File: src/rtl/frac_pkg.sv
package frac_pkg;
    typedef enum logic [1:0] {
        FM_PASS  = 2'd0,
        FM_MRG2  = 2'd1,
        FM_MRG4  = 2'd2,
        FM_SPLIT = 2'd3
    } frac_mode_e;

    localparam int TILE_ROWS = 16;
endpackage

File: src/rtl/frac_cfg_decode.sv
module frac_cfg_decode
    import frac_pkg::*;
#(
    parameter int DIM_W = 10,
    localparam int TW = DIM_W - 4
) (
    input  frac_mode_e       mode,
    input  logic [DIM_W-1:0] dim_m,
    input  logic [DIM_W-1:0] dim_n,
    output logic             cfg_ok,
    output logic [TW-1:0]    mt,
    output logic [TW-1:0]    nt,
    output logic [TW:0]      nd,
    output logic [2:0]       segn,
    output logic             tail
);
    logic [TW:0] nt_up;

    always_comb begin
        mt     = dim_m[DIM_W-1:4];
        nt     = dim_n[DIM_W-1:4];
        nt_up  = {1'b0, nt} + {{TW{1'b0}}, 1'b1};
        cfg_ok = (dim_m[3:0] == 4'd0) && (dim_n[3:0] == 4'd0) &&
                 (mt != '0) && (nt != '0);
        tail   = 1'b0;
        nd     = {1'b0, nt};
        segn   = 3'd1;
        case (mode)
            FM_MRG2: begin
                nd   = nt_up >> 1;
                segn = 3'd2;
                tail = nt[0];
            end
            FM_MRG4: begin
                nd     = {3'b000, nt[TW-1:2]};
                segn   = 3'd4;
                cfg_ok = cfg_ok && (nt[1:0] == 2'b00);
            end
            FM_SPLIT: nd = {nt, 1'b0};
            default:  nd = {1'b0, nt};
        endcase
    end
endmodule

File: src/rtl/frac_walk.sv
module frac_walk
    import frac_pkg::*;
#(
    parameter int DIM_W = 10,
    localparam int TW = DIM_W - 4,
    localparam int IDX_W = 2 * TW + 1
) (
    input  logic             clk,
    input  logic             rst_n,
    input  logic             start,
    input  logic             ready,
    input  logic             cfg_ok,
    input  frac_mode_e       cfg_mode,
    input  logic [TW-1:0]    cfg_mt,
    input  logic [TW-1:0]    cfg_nt,
    input  logic [TW:0]      cfg_nd,
    input  logic [2:0]       cfg_segn,
    input  logic             cfg_tail,
    output logic             busy,
    output logic             done,
    output logic             err,
    output frac_mode_e       cur_mode,
    output logic [TW:0]      cur_dt,
    output logic [3:0]       cur_row,
    output logic [1:0]       cur_seg,
    output logic [IDX_W-1:0] src_base,
    output logic [IDX_W-1:0] dst_base
);
    localparam logic [TW:0]   ND_ONE = {{TW{1'b0}}, 1'b1};
    localparam logic [TW-1:0] MT_ONE = {{(TW-1){1'b0}}, 1'b1};

    typedef struct packed {
        logic             busy;
        logic             done;
        logic             err;
        frac_mode_e       mode;
        logic [TW-1:0]    mt;
        logic [TW-1:0]    nt;
        logic [TW-1:0]    tm;
        logic [TW:0]      nd;
        logic [TW:0]      dt;
        logic [2:0]       segn;
        logic             tail;
        logic [3:0]       row;
        logic [1:0]       seg;
        logic [IDX_W-1:0] sbase;
        logic [IDX_W-1:0] dbase;
    } walk_t;

    walk_t st_d, st_q;
    logic [2:0] segs_cur;

    always_comb begin
        st_d      = st_q;
        st_d.done = 1'b0;
        segs_cur  = (st_q.tail && (st_q.dt == st_q.nd - ND_ONE)) ? 3'd1 : st_q.segn;
        if (!st_q.busy) begin
            if (start) begin
                if (cfg_ok) begin
                    st_d.busy  = 1'b1;
                    st_d.err   = 1'b0;
                    st_d.mode  = cfg_mode;
                    st_d.mt    = cfg_mt;
                    st_d.nt    = cfg_nt;
                    st_d.nd    = cfg_nd;
                    st_d.segn  = cfg_segn;
                    st_d.tail  = cfg_tail;
                    st_d.tm    = '0;
                    st_d.dt    = '0;
                    st_d.row   = '0;
                    st_d.seg   = '0;
                    st_d.sbase = '0;
                    st_d.dbase = '0;
                end else begin
                    st_d.err = 1'b1;
                end
            end
        end else if (ready) begin
            if ({1'b0, st_q.seg} != segs_cur - 3'd1) begin
                st_d.seg = st_q.seg + 2'd1;
            end else begin
                st_d.seg = '0;
                if (st_q.row != 4'd15) begin
                    st_d.row = st_q.row + 4'd1;
                end else begin
                    st_d.row = '0;
                    if (st_q.dt != st_q.nd - ND_ONE) begin
                        st_d.dt = st_q.dt + ND_ONE;
                    end else begin
                        st_d.dt = '0;
                        if (st_q.tm != st_q.mt - MT_ONE) begin
                            st_d.tm    = st_q.tm + MT_ONE;
                            st_d.sbase = st_q.sbase + IDX_W'(st_q.nt);
                            st_d.dbase = st_q.dbase + IDX_W'(st_q.nd);
                        end else begin
                            st_d.busy = 1'b0;
                            st_d.done = 1'b1;
                        end
                    end
                end
            end
        end
    end

    always_ff @(posedge clk or negedge rst_n) begin
        if (!rst_n) st_q <= '0;
        else        st_q <= st_d;
    end

    assign busy     = st_q.busy;
    assign done     = st_q.done;
    assign err      = st_q.err;
    assign cur_mode = st_q.mode;
    assign cur_dt   = st_q.dt;
    assign cur_row  = st_q.row;
    assign cur_seg  = st_q.seg;
    assign src_base = st_q.sbase;
    assign dst_base = st_q.dbase;

    AST_DONE_ONE_CYCLE: assert property (@(posedge clk) disable iff (!rst_n)
        st_q.done |=> !st_q.done);
    AST_DONE_ENDS_RUN: assert property (@(posedge clk) disable iff (!rst_n)
        st_q.done |-> (!st_q.busy && $past(st_q.busy)));
    AST_ERR_IDLE: assert property (@(posedge clk) disable iff (!rst_n)
        st_q.err |-> !st_q.busy);
    AST_SEG_IN_TILE: assert property (@(posedge clk) disable iff (!rst_n)
        st_q.busy |-> ({1'b0, st_q.seg} < segs_cur));
endmodule

File: src/rtl/frac_map.sv
module frac_map
    import frac_pkg::*;
#(
    parameter int DIM_W = 10,
    localparam int TW = DIM_W - 4,
    localparam int IDX_W = 2 * TW + 1
) (
    input  frac_mode_e       mode,
    input  logic [TW:0]      dt,
    input  logic [1:0]       seg,
    input  logic [IDX_W-1:0] src_base,
    input  logic [IDX_W-1:0] dst_base,
    output logic [IDX_W-1:0] src_tile,
    output logic [IDX_W-1:0] dst_tile,
    output logic [3:0]       src_col,
    output logic [5:0]       dst_col
);
    logic [IDX_W-1:0] tn;

    always_comb begin
        case (mode)
            FM_MRG2:  tn = IDX_W'({dt, 1'b0}) + IDX_W'(seg);
            FM_MRG4:  tn = IDX_W'({dt, 2'b00}) + IDX_W'(seg);
            FM_SPLIT: tn = IDX_W'(dt >> 1);
            default:  tn = IDX_W'(dt);
        endcase
        src_col  = (mode == FM_SPLIT && dt[0]) ? 4'd8 : 4'd0;
        dst_col  = (mode == FM_MRG2 || mode == FM_MRG4) ? {seg, 4'b0000} : 6'd0;
        src_tile = src_base + tn;
        dst_tile = dst_base + IDX_W'(dt);
    end
endmodule

File: src/rtl/frac_reshape_agen.sv
module frac_reshape_agen
    import frac_pkg::*;
#(
    parameter int DIM_W = 10
) (
    input  logic                  clk,
    input  logic                  rst_n,
    input  logic                  start,
    input  logic [1:0]            mode,
    input  logic [DIM_W-1:0]      dim_m,
    input  logic [DIM_W-1:0]      dim_n,
    input  logic                  seg_ready,
    output logic                  seg_valid,
    output logic [2*(DIM_W-4):0]  src_tile,
    output logic [2*(DIM_W-4):0]  dst_tile,
    output logic [3:0]            seg_row,
    output logic [3:0]            src_col,
    output logic [5:0]            dst_col,
    output logic                  done,
    output logic                  cfg_err
);
    localparam int TW    = DIM_W - 4;
    localparam int IDX_W = 2 * TW + 1;

    logic             cfg_ok, cfg_tail;
    logic [TW-1:0]    cfg_mt, cfg_nt;
    logic [TW:0]      cfg_nd;
    logic [2:0]       cfg_segn;
    frac_mode_e       cur_mode;
    logic [TW:0]      cur_dt;
    logic [1:0]       cur_seg;
    logic [IDX_W-1:0] sbase, dbase;

    frac_cfg_decode #(.DIM_W(DIM_W)) u_dec (
        .mode   (frac_mode_e'(mode)),
        .dim_m  (dim_m),
        .dim_n  (dim_n),
        .cfg_ok (cfg_ok),
        .mt     (cfg_mt),
        .nt     (cfg_nt),
        .nd     (cfg_nd),
        .segn   (cfg_segn),
        .tail   (cfg_tail)
    );

    frac_walk #(.DIM_W(DIM_W)) u_walk (
        .clk      (clk),
        .rst_n    (rst_n),
        .start    (start),
        .ready    (seg_ready),
        .cfg_ok   (cfg_ok),
        .cfg_mode (frac_mode_e'(mode)),
        .cfg_mt   (cfg_mt),
        .cfg_nt   (cfg_nt),
        .cfg_nd   (cfg_nd),
        .cfg_segn (cfg_segn),
        .cfg_tail (cfg_tail),
        .busy     (seg_valid),
        .done     (done),
        .err      (cfg_err),
        .cur_mode (cur_mode),
        .cur_dt   (cur_dt),
        .cur_row  (seg_row),
        .cur_seg  (cur_seg),
        .src_base (sbase),
        .dst_base (dbase)
    );

    frac_map #(.DIM_W(DIM_W)) u_map (
        .mode     (cur_mode),
        .dt       (cur_dt),
        .seg      (cur_seg),
        .src_base (sbase),
        .dst_base (dbase),
        .src_tile (src_tile),
        .dst_tile (dst_tile),
        .src_col  (src_col),
        .dst_col  (dst_col)
    );

    AST_STALL_HOLD: assert property (@(posedge clk) disable iff (!rst_n)
        (seg_valid && !seg_ready) |=> (seg_valid && $stable(src_tile) &&
        $stable(dst_tile) && $stable(seg_row) && $stable(src_col) && $stable(dst_col)));
    AST_NO_VALID_ON_ERR: assert property (@(posedge clk) disable iff (!rst_n)
        cfg_err |-> !seg_valid);
    AST_SPLIT_DST_COL: assert property (@(posedge clk) disable iff (!rst_n)
        (seg_valid && cur_mode == FM_SPLIT) |-> (dst_col == 6'd0));
    AST_PASS_SAME_TILE: assert property (@(posedge clk) disable iff (!rst_n)
        (seg_valid && cur_mode == FM_PASS) |-> (src_tile == dst_tile));
endmodule

File: config.mk
export PLATFORM = sky130hd
export DESIGN_NAME = frac_reshape_agen
export DESIGN_NICKNAME = d
export VERILOG_FILES = /design/src/rtl/frac_pkg.sv /design/src/rtl/frac_cfg_decode.sv /design/src/rtl/frac_walk.sv /design/src/rtl/frac_map.sv /design/src/rtl/frac_reshape_agen.sv
export SDC_FILE = /design/constraint.sdc
export NUM_CORES = 1
export LEC_CHECK = 0
export BUFFER_PORTS_ARGS = -buffer_cell sky130_fd_sc_hd__buf_2
export CORE_AREA = 2 2 117 119
export CTS_CLUSTER_DIAMETER = 60
export DETAILED_ROUTE_END_ITERATION = 8
export DIE_AREA = 0 0 119 121
export GPL_ROUTABILITY_DRIVEN = 0
export HOLD_SLACK_MARGIN = 0.03
export PLACE_DENSITY = 0.6
export SLEW_MARGIN = 40
export SYNTH_ARGS = -nofsm -noshare
export SYNTH_HDL_FRONTEND = slang
export SYNTH_SLANG_ARGS = --single-unit
File: constraint.sdc
create_clock -name clk -period 5.3 [get_ports clk]
set_input_delay 1.59 -clock clk [delete_from_list [all_inputs] [get_ports clk]]
set_output_delay 1.59 -clock clk [all_outputs]
set_load 0.05 [all_outputs]
==> After elaboration in Yosys (flattened, before gate mapping) <==
Index checks and enable logic that the tools add are counted.
W data, S select, Z words.
{ "op_classes": {"reduce_logical": 20, "addsub": 14, "muxes": 40, "eq_ne": 16, "bitwise": 1} }
{ "ops": {"columns": ["cell", "count"], "rows": [
  ["$mux W56", 2],
  ["$mux W26", 4],
  ["$mux W32", 2],
  ["$mux W6", 7],
  ["$pmux W13 S3", 1],
  ["$mux W7", 5],
  ["$add A13 B7 Y13", 2],
  ["$pmux W7 S3", 1],
  ["$add A13 B13 Y13", 1],
  ["$add A13 B6 Y13", 1],
  ["$mux W2", 6],
  ["$mux W4", 3],
  ["$reduce_bool A6 Y1", 2],
  ["$add A9 B2 Y10", 1],
  ["$ne A2 B2 Y1 const B", 5],
  ["$add A8 B2 Y9", 1],
  ["$eq A2 B2 Y1 const B", 4],
  ["$logic_not A4 Y1", 2],
  ["$add A6 B1 Y7 const B", 1],
  ["$add A7 B1 Y7 const B", 1],
  ["$eq A7 B7 Y1", 1],
  ["$mux W1", 7],
  ["$ne A7 B7 Y1", 1],
  ["$reduce_and A7 Y1", 1],
  ["21 further kinds", 29]
]} }
{ "word_totals": {"wordCells": 106, "in_bits": 26, "out_inout_bits": 43, "ff_bits": 73} }

==> Longest topological paths before layout <==
Gate-level depths: netlist of the first run.
{ "depth": {"ltp_word": 9, "depth_mapped": 19} }

==> Modules after synthesis <==
From an unflattened synthesis of the first run, not the netlist that was laid out.
{ "unflattened": {"hier_cells": 753, "area_unflattened_um2": 6403.6} }
{ "by_module_without_submodules": {"columns": ["module", "area_per_inst_um2", "n_inst", "cells_per_inst"], "rows": [
  ["frac_walk", 4639.4, 1, 518],
  ["frac_map", 1281.2, 1, 169],
  ["frac_cfg_decode", 483.0, 1, 66]
]} }

==> Worst setup path after synthesis of the first run <==
OpenSTA, ideal clock, no wires.
{ "synth_timing": {"kind": "register to output", "start": "reg u_walk.st_q (netlist bit u_walk.cur_mode[0])", "end": "out src_tile[10]", "arrival_time_ns": 3.700, "stages_incl_launch_ff": 15, "path_slack_ns": 0.010, "cell_sequence": "dfrtp_1 > inv_1 > ha_1 > clkbuf_1 > mux2_2 > ha_1 > fa_1 > a21o_1 > a21oi_1 > o21bai_1 > a21oi_1 > o21ai_0 > a21oi_1 > nor2b_1 > xor2_1"} }
{ "synth_between": {"elab_chain_cells": 3} }
{ "synth_rtl": {"columns": ["item", "line", "source"], "rows": [
  ["start: declaration", "frac_walk.sv:50", "walk_t st_d, st_q;"],
  ["start signal: assignment", "frac_walk.sv:107", "else st_q <= st_d;"],
  ["$eq A2 B2 Y1 or $eq A2 B1 Y1 (tied branches)", "frac_map.sv:21", "case (mode)"],
  ["$pmux W13 S3 (*)", "frac_map.sv:21", null],
  ["$add A13 B13 Y13 (*)", "frac_map.sv:29", "src_tile = src_base + tn;"],
  ["end: declaration", "frac_reshape_agen.sv:14", "output logic [2*(DIM_W-4):0] src_tile,"]
]} }
Every way passes the cells marked *; elsewhere a longest branch is shown, timed or not.

==> Worst setup path after layout of the first run <==
{ "layout_timing": {"start": "reg u_walk.st_q (netlist bit u_walk.cur_mode[1])", "end": "out src_tile[12]"} }
Same word-level chain as after synthesis.

==> impl_metrics.yaml, run 1 <==
worst_hold_path:
  worst_hold_class: "reg2reg"
  worst_hold_path.num_cells: 2
  worst_hold_path_endpoint: "u_walk.st_q[34]"
  hold_start: "u_walk.st_q[34]"
synth:
  ys_warn_count: 0
  yosys.cell_count.top_type: "nand2_1"
  synth.area.top_cells: "dfrtp_1 (32%), ha_1 (10%), nand2_1 (6.1%)"
  netlist.top_cell.by_area: "dfrtp_1"
  yosysSeqAreaShare_pct: 31.6
  async_flop_share_pct: 100
  register_bit_total_from_synthesis: 73
  postSynth.topFlopCell: "dfrtp_1"
  post-synth-top-area-fraction_pct: 31.6
  synthesis.instances: 677
  avgSynthCellArea_um2: 8.54
  post_synth_most_frequent_cells: "nand2_1 (94), dfrtp_1 (73), o21ai_0 (50), ha_1 (48), inv_1 (38)"
  netlist_area_mm2: 0.00578
  synth_cell_types: 69
  synth_enable_flop_cells: 0
placement:
  preCtsSetupSlack_ps: 135
  dp_hpwl_um: 11500
  place.port_buffers: 61
  placed_cell_area_mm2: 0.00619
  post-place-cells: 884
power_and_ir_drop:
  total_leakage_power_nw: 3.15
  ir_worst_vdd_mv: 0.106
  cellPowerDensity_mw_per_mm2: 197
timing:
  setup_viol_count_final: 0
  worst_clock_skew_ps: 12.0
  tmin_final_ps: 5160
  max_freq_ghz: 0.194
  grt_setup_unrepaired: "true"
  layout_setup_ws_ps: 138
  post-route-period-util_pct: 97.4
  final-max-slew-violation-count: 0
  hold_slack_ps: 474
  final_hold_viol_count: 0
  max_slew_headroom_at_the_worst_pin_pct: 48.3
  max_slew.worst_pin.slew_ps: 771
global_routing:
  grt_overflow_total: 0
  global_route_wire_length_before_repair_um: 24800
  grtUsageMet1_pct: 29.1
  use_met3_pct: 2.73
  grt_max_degree: 58
  antenna_found_initial: 0
  grt_util_all_layers_pct: 21.8
  first_global_vias: 4984
  busiest_layer: "met2"
  grtUsageMet2_pct: 35.7
clock_tree:
  cts.hold.buffers_added: 0
  worst_skew_pair_latency_ps: 350
  tritoncts_clock_tree: "built"
  cts_max_path_buffers: 2
  cts_sinks: 73
  clk_transition_reported_paths_ps: 60
  cts_h_tree_depth: 3
  cts_root_buffer: "clkbuf_16"
  clock_buffers_created_by_tritoncts: 9
layout:
  post-route-cell-area_mm2: 0.00656
  seqCellArea_mm2: 0.00183
  area_delta_synth_final_pct: 13.5
  antenna_cells_inserted: 0
  finish.cell_count_without_fillers: 901
  post_layout_util_pct: 50.1
  finalNetCount: 799
  filler_cell_count: 1263
  multiInputGateArea_mm2: 0.00365
  layout-drive-gt1-share_pct: 15.9
routing:
  drt-total-wl_um: 15100
  drc: 0
  ant_nets: 0
  detail_route.vias_per_cell: 5.69
  vias: 5129
  drt-initial-drc-count: 392
  detailedRoute.firstPassIterationCount: 7
  routed_wire_length_per_instance_um: 16.8
floorplanning:
  die_width_um: 119
  dieHeight_um: 121
  design.portCount: 69
  die_area_mm2: 0.0144
  start_util_pct: 44.2
  rows: 42
  core_area_mm2: 0.0131
job:
  max_cap_violations: 0
critical_path:
  setup.worst_path.end_class: "output port"
  timing.critical_path.from_type: "register"
  worst_ep_arrival_time_ps: 3570
  path_max_fanout: 9
  r2r-start: "u_walk.st_q[43]"
  critical_path_start_end_classification: "reg2out"
  r2r_slack_ps: 490
  timing.rr.end: "u_walk.dst_base[11]"
  required_time_at_the_endpoint_of_the_critical_path_ps: 3710
  worst_r2r_path_depth: 16
status:
  outcome: "finished clean"
-- worst max-delay path, stage by stage (launching register included) --
cell      delay, ps
dfrtp_1         410
inv_1           100
ha_1            200
buf_4           160
and3_1          170
and2_1          160
o21ai_0         140
nand2_1          70
mux2_2          270
ha_1            350
inv_1            60
o21bai_1        190
a21oi_2         100
o21ai_2         170
a21oi_1         100
nand4b_1        200
xnor2_1         150
buf_4           220
-- kinds of logic (layout without fill, tap and decap cells) --
kind of cell / Yosys count / count (layout) / share of synthesized area [%]
and+or+nand+nor: 215 / 215 / 17.6
AOI/OAI and AO/OA: 191 / 191 / 22.9
buffers and inverters: 85 / 127 / 6.62
DFF: 73 / 73 / 31.6
xor gates and xnor gates: 54 / 54 / 8.42
adders and majority gates: 52 / 52 / 11.8
muxes: 6 / 6 / 1.08
other: 1 / 7 / 0.0648
-- layer usage --
metal | up-vias | wire length (um)
met4 | 0 | 297
met1 | 2490 | 7000
li1 | 2492 | -
met5 | - | 0
met2 | 128 | 7200
met3 | 19 | 628
-- timing repair --
action                     4_1_cts  5_1_grt
cloned                           0        0
pin swaps                        1        4
setup endpoints to repair        2        6
resized for setup                4       12
setup buffers                    0        1
-- layout by cell type (no fill, tap or decap), types with 4 or more instances in the layout --
master and count:
nand2_1 94, dfrtp_1 72, buf_2 58, o21ai_0 48, ha_1 47, inv_1 38
nor2_1 32, xnor2_1 29, nand3_1 25, a21oi_1 24, xor2_1 24, o211ai_1 19
buf_4 14, a22oi_1 13, o31ai_1 13, nor3_1 12, a21o_1 9, clkbuf_16 9
nor2b_1 8, or2_2 7, conb_1 7, and3_1 6, o21bai_1 6, and2_1 5
a222oi_1 5, nand2b_1 5, a211o_1 5, a21oi_2 4, o41ai_1 4, or4_1 4
-- state kept, by name, summed over array words and instances (netlist names) --
| signal | flops |
|---|---|
| u_walk.src_base | 13 |
| u_walk.dst_base | 13 |
| u_walk.busy | 1 |
| u_walk.cur_mode | 2 |
| u_walk.cur_row | 4 |
| u_walk.done | 1 |
| u_walk.cur_seg | 2 |
| u_walk.st_q | 29 |
| u_walk.err | 1 |
| u_walk.cur_dt | 7 |
-- power by group --
part / switching [mW] / internal, mW / total [mW]
clock: 0.249 / 0.374 / 0.622
sequential: 0.00583 / 0.562 / 0.568
combinational: 0.0693 / 0.0331 / 0.102
-- area by class of cell --
cell class / count / share of cell area [%]
multi-input combinational: 525 / 55.7
sequential: 73 / 27.9
timing repair buffer: 74 / 6.45
clock buffer: 10 / 3.64
tap: 176 / 3.36
inverter: 38 / 2.17
clock inverter: 5 / 0.858
-- worst max-delay path by stage --
stage | startpoint | to | slack [ps]
after detailed placement | u_walk.cur_mode[0] | src_tile[12] | 130
after CTS | u_walk.cur_mode[0] | src_tile[12] | 4
after global routing | u_walk.cur_mode[1] | src_tile[12] | -30
after global placement | u_walk.cur_mode[0] | src_tile[12] | 240
after floorplan | u_walk.cur_mode[0] | src_tile[10] | 10
final | u_walk.cur_mode[1] | src_tile[12] | 140
-- metrics by stage --
step	setup TNS, ps	power, mW
finish	0	1.29
CTS	0	1.30
global placement	0	0.676
floorplan	0	0.639
global route	-57.9	1.33
detailed placement	0	0.678
Power figures use the tool's default switching activity.
==> run 2, diff against run 1 <==
==> constraint.sdc (replaced) <==
create_clock -name clk -period 6.18 [get_ports clk]
set_input_delay 1.854 -clock clk [delete_from_list [all_inputs] [get_ports clk]]
set_output_delay 1.854 -clock clk [all_outputs]
set_load 0.05 [all_outputs]
==> run 2 against run 1 <==
  * Power is 14% lower
  * Via count up 0.14%
  * Clock skew shrank 3.2 ps
  * Core utilization down 0.78 points
  * Worst setup slack improved by 220 ps
  * First-iteration DRC count decreased by 11%
  * Critical path depth shrank 3
  * Design area fell by 1.6%
  * Combinational power fell by 25%
  * Cell count fell by 0.89%
  * Sequential power shrank 14%
  * Largest power group unchanged
==> impl_metrics.yaml, run 2 (synthesized netlist as in run 1, its figures left out) <==
status:
  outcome: "finished clean"
layout:
  number_of_flip_flops_in_the_largest_register: 29
  antenna_cells_inserted: 0
  filler_cell_count: 1240
  layout-drive-gt1-share_pct: 13.8
  top_register_by_number_of_flip_flops: "u_walk.st_q"
  area_delta_synth_final_pct: 11.7
  final_common_cell: "nand2_1"
  layout.cells.most_common_list: "nand2_1 (94), dfrtp_1 (73), buf_2 (60)"
  post_layout_util_pct: 49.4
  finalNetCount: 790
floorplanning:
  die_width_um: 119
  dieHeight_um: 121
  rows: 42
  die_area_mm2: 0.0144
  core_area_mm2: 0.0131
  start_util_pct: 44.2
  design.portCount: 69
clock_tree:
  worst_skew_pair_latency_ps: 350
  total_of_cells_resized_after_clock_tree_synthesis: 0
  cts.hold.buffers_added: 0
  post-cts-setup-buffers: 0
  clock_buffers_created_by_tritoncts: 9
  cts_sinks: 73
  clk_transition_reported_paths_ps: 50
  cts_max_path_buffers: 2
  cts_root_buffer: "clkbuf_16"
  cts_h_tree_depth: 3
  tritoncts_clock_tree: "built"
placement:
  dp_hpwl_um: 11400
  place.port_buffers: 61
power_and_ir_drop:
  cellPowerDensity_mw_per_mm2: 172
  ir_worst_vdd_mv: 0.0907
  total_leakage_power_nw: 3.10
routing:
  detail_route.vias_per_cell: 5.75
  vias: 5136
  drt-initial-drc-count: 350
  drc: 0
  routed_wire_length_per_instance_um: 16.9
  drt-total-wl_um: 15100
  ant_nets: 0
  detailedRoute.firstPassIterationCount: 5
global_routing:
  grtUsageMet1_pct: 29.2
  global_route_wire_length_before_repair_um: 25000
  antenna_found_initial: 0
  busiest_layer: "met2"
  first_global_vias: 5004
  grtUsageMet2_pct: 35.1
  grt_max_degree: 42
  grt_overflow_total: 0
  grt_util_all_layers_pct: 22.1
  use_met3_pct: 4.37
critical_path:
  path_max_fanout: 11
  required_time_at_the_endpoint_of_the_critical_path_ps: 4330
  timing.critical_path.from_type: "register"
  worst_ep_arrival_time_ps: 3970
  setup.worst_path.end_class: "output port"
  critical_path_start_end_classification: "reg2out"
timing:
  worst_clock_skew_ps: 8.76
  post-route-period-util_pct: 94.2
  max_slew_headroom_at_the_worst_pin_pct: 48.7
  grt_setup_unrepaired: "false"
  tmin_final_ps: 5820
  final-max-slew-violation-count: 0
  max_freq_ghz: 0.172
  hold_slack_ps: 466
  setup_viol_count_final: 0
  max_slew.worst_pin.slew_ps: 764
  final_hold_viol_count: 0
  final.setup.tns_ps: 0
job:
  max_cap_violations: 0
worst_hold_path:
  worst_hold_class: "reg2reg"
run 2: per-stage QoR:
step / cells / area (um2) / worst slack (ps) / power (mW)
floorplan: 683 / 5810 / 626 / 0.548
global placement: 877 / 6140 / 810 / 0.574
detailed placement: 877 / 6150 / 717 / 0.577
CTS: 893 / 6460 / 323 / 1.12
global route: 893 / 6460 / 8.17 / 1.16
finish: 893 / 6460 / 356 / 1.11
run 2: critical path, stage by stage (launching register included):
cell and delay (ps):
dfrtp_1 390, inv_1 110, ha_1 450, mux2_2 390, ha_1 210, fa_1 410, a21o_1 200, a21oi_1 210
o21bai_1 100, a21oi_1 210, o21ai_0 170, a21oi_1 230, nand4b_1 150, xnor2_1 110, buf_2 270
run 2: report_power, final:
| part | internal [mW] | switching (mW) | leakage [nW] |
|---|---|---|---|
| logic | 0.0239 | 0.0527 | 2.01 |
| clock network | 0.334 | 0.206 | 0.149 |
| registers | 0.482 | 0.00910 | 0.938 |
| total | 0.840 | 0.268 | 3.10 |
run 2: path summary, 6_finish.rpt:
| path | from | end | slack (ps) | depth (start not counted) |
|---|---|---|---|---|
| min in group asynchronous | rst_n | u_walk.err | 1450 | 1 |
| worst min register to register | u_walk.st_q[34] | u_walk.st_q[34] | 470 | 2 |
| max in group asynchronous | rst_n | u_walk.cur_row[0] | 3810 | 2 |
| worst max-delay path | u_walk.cur_mode[0] | src_tile[12] | 360 | 14 |
| worst max register to register | u_walk.st_q[43] | u_walk.dst_base[11] | 1320 | 16 |
| worst min-delay path | u_walk.st_q[34] | u_walk.st_q[34] | 470 | 2 |
run 2: layer usage:
layer | vias up | wire length [um]
li1 | 2482 | -
met1 | 2468 | 7020
met2 | 159 | 6900
met3 | 27 | 763
met4 | 0 | 389
met5 | - | 0
run 2: layout make-up:
| class | count | area [um2] | area share (%) |
|---|---|---|---|
| clock inverter | 4 | 51.3 | 0.794 |
| sequential | 73 | 1830 | 28.3 |
| clock buffer | 12 | 256 | 3.97 |
| multi-input combinational | 525 | 3620 | 56.1 |
| tap | 176 | 220 | 3.41 |
| inverter | 38 | 143 | 2.21 |
| timing repair buffer | 65 | 338 | 5.23 |
==> run 3, diff against run 2 <==
==> constraint.sdc (replaced) <==
create_clock -name clk -period 6.18 [get_ports clk]
set_input_delay 0.927 -clock clk [delete_from_list [all_inputs] [get_ports clk]]
set_output_delay 0.927 -clock clk [all_outputs]
set_load 0.05 [all_outputs]
==> run 3 against run 2 <==
  * Worst hold slack improved by 28 ps
  * Non-clock buffer count stayed put
  * Die area is the same
  * Register-to-register slack improved by 60 ps
  * Worst setup slack better by 900 ps
  * Critical path type unchanged
  * Via count shrank 1.1%
  * Clock skew grew 1.0 ps
  * Power grew 1.8%
==> impl_metrics.yaml, run 3 (synthesized netlist as in run 1, its figures left out) <==
status:
  outcome: "finished clean"
global_routing:
  grt_max_degree: 74
  first_global_vias: 4865
  grt_util_all_layers_pct: 21.4
  global_route_wire_length_before_repair_um: 24500
  grt_overflow_total: 0
  antenna_found_initial: 0
clock_tree:
  clk_transition_reported_paths_ps: 60
  cts_h_tree_depth: 3
  cts_sinks: 73
  cts.hold.buffers_added: 0
  worst_skew_pair_latency_ps: 340
  cts_max_path_buffers: 2
  tritoncts_clock_tree: "built"
  total_of_cells_resized_after_clock_tree_synthesis: 0
  clock_buffers_created_by_tritoncts: 9
  cts_root_buffer: "clkbuf_16"
  post-cts-setup-buffers: 0
critical_path:
  slowest_delay_ps: 470
  critical-path-slowest-cell: "ha_1"
  critical-path-top-cell-by-count: "a21oi_1"
  cell_chain_of_the_critical_path: "inv_1 -> ha_1 -> mux2_2 -> ha_1 -> fa_1 -> a21o_1 -> a21oi_1 -> o21bai_1 -> a21oi_1 -> o21ai_0 -> a21oi_1 -> nand4b_1 -> xnor2_1 -> buf_2"
  worst_ep_arrival_time_ps: 4000
  path_buf_inv: 2
  path_max_fanout: 11
  cp_top_family: "compound AO/OA/AOI/OAI gates"
  required_time_at_the_endpoint_of_the_critical_path_ps: 5250
  timing.critical_path.from_type: "register"
  setup.worst_path.end_class: "output port"
  critical_path_start_end_classification: "reg2out"
floorplanning:
  start_util_pct: 44.2
  design.portCount: 69
  dieHeight_um: 121
  die_area_mm2: 0.0144
  rows: 42
  core_area_mm2: 0.0131
  die_width_um: 119
layout:
  post-route-cell-area_mm2: 0.00646
  filler_cell_count: 1249
  top_register_by_number_of_flip_flops: "u_walk.st_q"
  layout.cells.most_common_list: "nand2_1 (94), dfrtp_1 (73), buf_2 (61)"
  finish.cell_count_without_fillers: 893
  post_layout_util_pct: 49.4
  number_of_flip_flops_in_the_largest_register: 29
  final_common_cell: "nand2_1"
  finalNetCount: 790
  antenna_cells_inserted: 0
  area_delta_synth_final_pct: 11.8
  layout-drive-gt1-share_pct: 13.7
timing:
  worst_clock_skew_ps: 9.78
  max_slew.worst_pin.slew_ps: 847
  tmin_final_ps: 4930
  final_hold_viol_count: 0
  setup_viol_count_final: 0
  final-max-slew-violation-count: 0
  grt_setup_unrepaired: "false"
  max_freq_ghz: 0.203
  max_slew_headroom_at_the_worst_pin_pct: 43.4
  final.setup.tns_ps: 0
  post-route-period-util_pct: 79.7
routing:
  detail_route.vias_per_cell: 5.69
  route.layer.met1.wl_um: 7040
  routed_wire_length_per_instance_um: 16.8
  vias: 5081
  drt-total-wl_um: 15000
  drt-initial-drc-count: 368
  highest-signal-layer: "met4"
  ant_nets: 0
  drc: 0
  detail_route_met3_wl_um: 733
  met2_wl_post_dr_um: 6930
  detailedRoute.firstPassIterationCount: 5
power_and_ir_drop:
  ir_worst_vdd_mv: 0.0883
  total_leakage_power_nw: 3.10
  cellPowerDensity_mw_per_mm2: 174
placement:
  place.port_buffers: 61
  dp_hpwl_um: 11100
  placed_cell_area_mm2: 0.00615
  post-place-cells: 877
job:
  max_cap_violations: 0
worst_hold_path:
  worst_hold_class: "reg2reg"
## run 3: layer usage
metal / vias up / track usage (%)
li1: 2477 / -
met1: 2422 / 28.8
met2: 159 / 35.3
met3: 23 / 3.52
met4: 0 / 6.55
met5: - / 0
## run 3: per-stage QoR
step	worst slack [ps]	hold slack, ps	total power, mW
4_1_cts	1240	503	1.14
5_1_grt	963	537	1.17
3_3_place_gp	1640	471	0.575
2_1_floorplan	1550	439	0.548
3_5_place_dp	1470	488	0.577
6_report	1250	494	1.13
## run 3: power by group
| part | internal (mW) | switching (mW) | leakage, nW |
|---|---|---|---|
| logic | 0.0240 | 0.0517 | 2.01 |
| clock network | 0.353 | 0.206 | 0.146 |
| registers | 0.482 | 0.0109 | 0.938 |
| total | 0.859 | 0.268 | 3.10 |
## run 3: worst paths after layout
path	slack, ps	start	to	cells past startpoint
max in group asynchronous	4980	rst_n	u_walk.dst_base[5]	2
worst max-delay path	1250	u_walk.cur_mode[0]	src_tile[12]	14
worst max register to register	1380	u_walk.st_q[44]	u_walk.dst_base[11]	16
min in group asynchronous	710	rst_n	u_walk.st_q[33]	2
worst min-delay path	490	u_walk.st_q[34]	u_walk.st_q[34]	2
worst min register to register	490	u_walk.st_q[34]	u_walk.st_q[34]	2
## run 3: final cells by class
type / instances / area, um2 / share of cell area [%]
clock buffers: 11 / 233 / 3.60
repair buffers: 65 / 339 / 5.24
flip-flops and latches: 73 / 1830 / 28.3
well taps: 176 / 220 / 3.41
inverters: 38 / 143 / 2.21
multi-input cells: 525 / 3620 / 56.0
clock inverters: 5 / 80.1 / 1.24
## run 3: worst min-delay path, cell delays in order, from the launching register on
cell and delay [ps]:
dfrtp_1 350, nand2_1 50, nand2_1 60
